===== config.mk =====
export PLATFORM = sky130hd
export DESIGN_NAME = ais_detector
export DESIGN_NICKNAME = d
export VERILOG_FILES = /design/src/rtl/ais_pkg.sv /design/src/rtl/ais_edge_sync.sv /design/src/rtl/ais_zero_counter.sv /design/src/rtl/ais_verdict.sv /design/src/rtl/ais_detector.sv
export SDC_FILE = /design/constraint.sdc
export NUM_CORES = 1
export LEC_CHECK = 0
export BUFFER_PORTS_ARGS = -buffer_cell sky130_fd_sc_hd__buf_2
export CAP_MARGIN = 10
export CORE_AREA = 2 2 39 41
export CTS_CLUSTER_SIZE = 24
export DETAILED_ROUTE_END_ITERATION = 6
export DIE_AREA = 0 0 41 43
export GPL_ROUTABILITY_DRIVEN = 0
export MAX_ROUTING_LAYER = met4
export PLACE_DENSITY = 0.38
export SLEW_MARGIN = 20
export SYNTH_ARGS = -nofsm -noshare
export SYNTH_HDL_FRONTEND = slang
export SYNTH_SLANG_ARGS = --single-unit

===== constraint.sdc =====
create_clock -name clk -period 1.61 [get_ports clk]
set_input_delay 0.322 -clock clk [delete_from_list [all_inputs] [get_ports clk]]
set_output_delay 0.322 -clock clk [all_outputs]
set_load 0.01 [all_outputs]

===== src/rtl/ais_pkg.sv =====
package ais_pkg;
    localparam int unsigned LOW_LIMIT = 3;
    localparam int unsigned CNT_W     = $clog2(LOW_LIMIT + 1);

    typedef logic [CNT_W-1:0] zcnt_t;

    localparam zcnt_t CNT_SAT = zcnt_t'(LOW_LIMIT);

    typedef struct packed {
        logic prev_low;
        logic alarm;
    } verdict_t;

    function automatic zcnt_t sat_inc(zcnt_t c, logic z);
        return (z && (c != CNT_SAT)) ? zcnt_t'(c + 1'b1) : c;
    endfunction

    function automatic logic is_low(zcnt_t c);
        return c < CNT_SAT;
    endfunction

    function automatic verdict_t judge(verdict_t cur, logic low);
        verdict_t n;
        n.prev_low = low;
        n.alarm    = low ? (cur.alarm | cur.prev_low) : 1'b0;
        return n;
    endfunction
endpackage


===== src/rtl/ais_edge_sync.sv =====
module ais_edge_sync #(
    parameter int unsigned STAGES = 2
) (
    input  logic clk,
    input  logic rst_n,
    input  logic async_in,
    output logic rise
);
    logic [STAGES:0] sh;

    always_ff @(posedge clk) begin
        if (!rst_n) sh[0] <= 1'b0;
        else        sh[0] <= async_in;
    end

    for (genvar i = 1; i <= STAGES; i++) begin : g_stage
        always_ff @(posedge clk) begin
            if (!rst_n) sh[i] <= 1'b0;
            else        sh[i] <= sh[i-1];
        end
    end

    assign rise = sh[STAGES-1] & ~sh[STAGES];
endmodule


===== src/rtl/ais_zero_counter.sv =====
module ais_zero_counter
    import ais_pkg::*;
(
    input  logic  clk,
    input  logic  rst_n,
    input  logic  zero,
    input  logic  restart,
    output zcnt_t cnt
);
    always_ff @(posedge clk) begin
        if (!rst_n)       cnt <= '0;
        else if (restart) cnt <= zero ? zcnt_t'(1) : '0;
        else              cnt <= sat_inc(cnt, zero);
    end
endmodule


===== src/rtl/ais_verdict.sv =====
module ais_verdict
    import ais_pkg::*;
(
    input  logic  clk,
    input  logic  rst_n,
    input  logic  boundary,
    input  zcnt_t cnt,
    output logic  alarm,
    output logic  prev_low
);
    verdict_t st;

    always_ff @(posedge clk) begin
        if (!rst_n)        st <= '0;
        else if (boundary) st <= judge(st, is_low(cnt));
    end

    assign alarm    = st.alarm;
    assign prev_low = st.prev_low;
endmodule


===== src/rtl/ais_detector.sv =====
module ais_detector
    import ais_pkg::*;
#(
    parameter int unsigned SYNC_STAGES = 2
) (
    input  logic clk,
    input  logic rst_n,
    input  logic rail_a,
    input  logic rail_b,
    input  logic win_strobe,
    output logic alarm
);
    logic  zero;
    logic  boundary;
    logic  prev_low;
    zcnt_t zero_cnt;

    assign zero = ~(rail_a | rail_b);

    ais_edge_sync #(.STAGES(SYNC_STAGES)) sync_i (
        .clk      (clk),
        .rst_n    (rst_n),
        .async_in (win_strobe),
        .rise     (boundary)
    );

    ais_zero_counter cnt_i (
        .clk     (clk),
        .rst_n   (rst_n),
        .zero    (zero),
        .restart (boundary),
        .cnt     (zero_cnt)
    );

    ais_verdict vd_i (
        .clk      (clk),
        .rst_n    (rst_n),
        .boundary (boundary),
        .cnt      (zero_cnt),
        .alarm    (alarm),
        .prev_low (prev_low)
    );
endmodule


==> out/metrics.yaml <==
status: "finished, final reports clean"
overflow: 0
cts_setup_buffers: 0
use_met1_pct: 6.45
detail-route-antenna-nets: 0
synth_area_per_cell_sq_um: 9.47
cts-root-buf: "clkbuf_4"
power_density_nw_per_um2: 1070
cts_tree: "done"
drt_iter0_drc: 0
top_usage_layer: "met2"
postSynthCellCount: 28
fp.dieW_um: 41
r2r_start: "cnt_i.cnt[0]"
startpoint_type: "flop"
synth_top_area_share_pct: 52.8
antenna_cells: 0
htree_levels: 1
cts_buffer_depth: 2
worstSetupEndpointType: "flop"
grt_pass1_wl_um: 731
firstDrtPassIters: 1
path_clk_slew_ns: 0.05
final_common_cell: "dfxtp_1"
layout.cells.most_common_list: "dfxtp_1, nor2_1, buf_2"
hpwl_um: 329
num-nets-final: 44
hold_violations: 0
seq_area_frac_synth_pct: 52.8
crit_family: "flip-flops"
power.total_w: 0.000360
antenna_found_initial: 0
use_met3_pct: 3.14
power.leakage_nw: 0.145
finalSetupViolCount: 0
maxCapViolations: 0
slew_violations: 0
wl_um: 405
slew_headroom_pct: 85.1
path_cells: "ha_1, nor3_2, mux2i_1, nor2_1"
hold_class: "input port to flop"
vias_per_cell: 3.96
cp_slowest_stage_delay_ns: 0.32
grt_use_met2_pct: 9.38
period_share_pct: 67.2
fin_setup_tns_ns: 0
clock_sink_count: 7
syn_to_final_growth_pct: 26.9
arrival_ns: 1.22
core_area_sq_um: 1380
grt_max_degree: 7
critPathBufInv: 0
tightest_slew_ns: 0.221
ir_drop_v: 0.000323
numCtsBuffers: 3
vias: 210
die_area_sq_um: 1760
clock.fmax_mhz: 924
slowest_stage: "dfxtp_1"
critPathLaunch: "cnt_i.cnt[0]"
synth.area.top_cells: "dfxtp_1, nor2_1, and2_1"
ys_warn_count: 0
drcViolationCount: 0
grt_pass1_vias: 213
hold_start: "win_strobe"
wl_per_cell_um: 7.64
cts_resized: 0
ys_types: 14
clk_latency_ns: 0.24
rsz0062_at_grt: "no"
hold_buffers: 0
syn_area_sq_um: 265
synth_top_area_cell: "dfxtp_1"
drive_gt1_share_pct: 24.3
crit_type: "flop to flop"
ios: 6
start_util_pct: 19.2
synth_seq_cells: 7
crit_fanout: 3
die_h_um: 43
syn-num-nets: 34
port_buffers: 5
min_period_ns: 1.08
clock_skew_ns: 0.00228
num_rows: 14
cp.required_ns: 1.75
grt_usage_pct: 6.69
-- flip-flops by register name, indices dropped and copies added (netlist names) --
| signal | flops |
|---|---|
| cnt_i.cnt | 2 |
| sync_i.sh | 3 |
| vd_i.alarm | 1 |
| vd_i.prev_low | 1 |
-- synthesized netlist by cell type (all sizes together) --
library cell	count
a21boi	1
a21oi	1
nor3	1
nor2	6
dfxtp	7
o21ai	2
nand2	1
ha	1
and2	3
nand2b	1
and2b	1
nand3b	1
inv	1
mux2i	1
-- per-stage QoR --
stage / setup WS (ns) / instance area [sq um] / std cells / utilization, % / hold WS [ns]
final: 0.528 / 337 / 53 / 24.3 / 0.285
after global routing: 0.456 / 337 / 53 / 24.3 / 0.297
after CTS: 0.506 / 337 / 53 / 24.3 / 0.277
after detailed placement: 0.520 / 310 / 49 / 22.4 / 0.424
after global placement: 0.544 / 310 / 49 / 22.4 / 0.422
after floorplan: 0.594 / 265 / 28 / - / 0.406
-- per-layer routing --
metal | part of all wire (%) | wire [um]
met4 | 0 | 0
met1 | 44 | 178
met2 | 46 | 187
met3 | 9.6 | 39
met5 | 0 | 0
-- cells by family after synthesis --
group | synth area share [%]
and+or+nand+nor | 28.8
muxes | 3.77
adders and majority gates | 4.72
buffers and inverters | 1.41
DFF | 52.8
AOI/OAI and AO/OA | 8.49
-- final cells by class --
class | instances | area (sq um)
inverters | 1 | 3.75
multi-input cells | 20 | 121
fillers | 159 | 1050
well taps | 16 | 20.0
clock buffers | 4 | 26.3
repair buffers | 5 | 25.0
flip-flops and latches | 7 | 140
-- power by group --
group	switching, W	total [W]	internal [W]	leakage [nW]
Combinational	0.0000112	0.0000240	0.0000128	0.0723
Sequential	0.00000326	0.000184	0.000181	0.0573
Clock	0.0000576	0.000152	0.0000941	0.0150
Total	0.0000720	0.000360	0.000288	0.145
-- worst paths after layout --
path                        to  slack [ns]  cells past startpoint
setup / recovery  cnt_i.cnt[1]        0.53                      4
hold / removal    sync_i.sh[0]        0.28                      2
setup reg to reg  cnt_i.cnt[1]        0.53                      4
hold reg to reg   sync_i.sh[1]        0.44                      1
No activity file was read; power rests on OpenSTA's default activity.
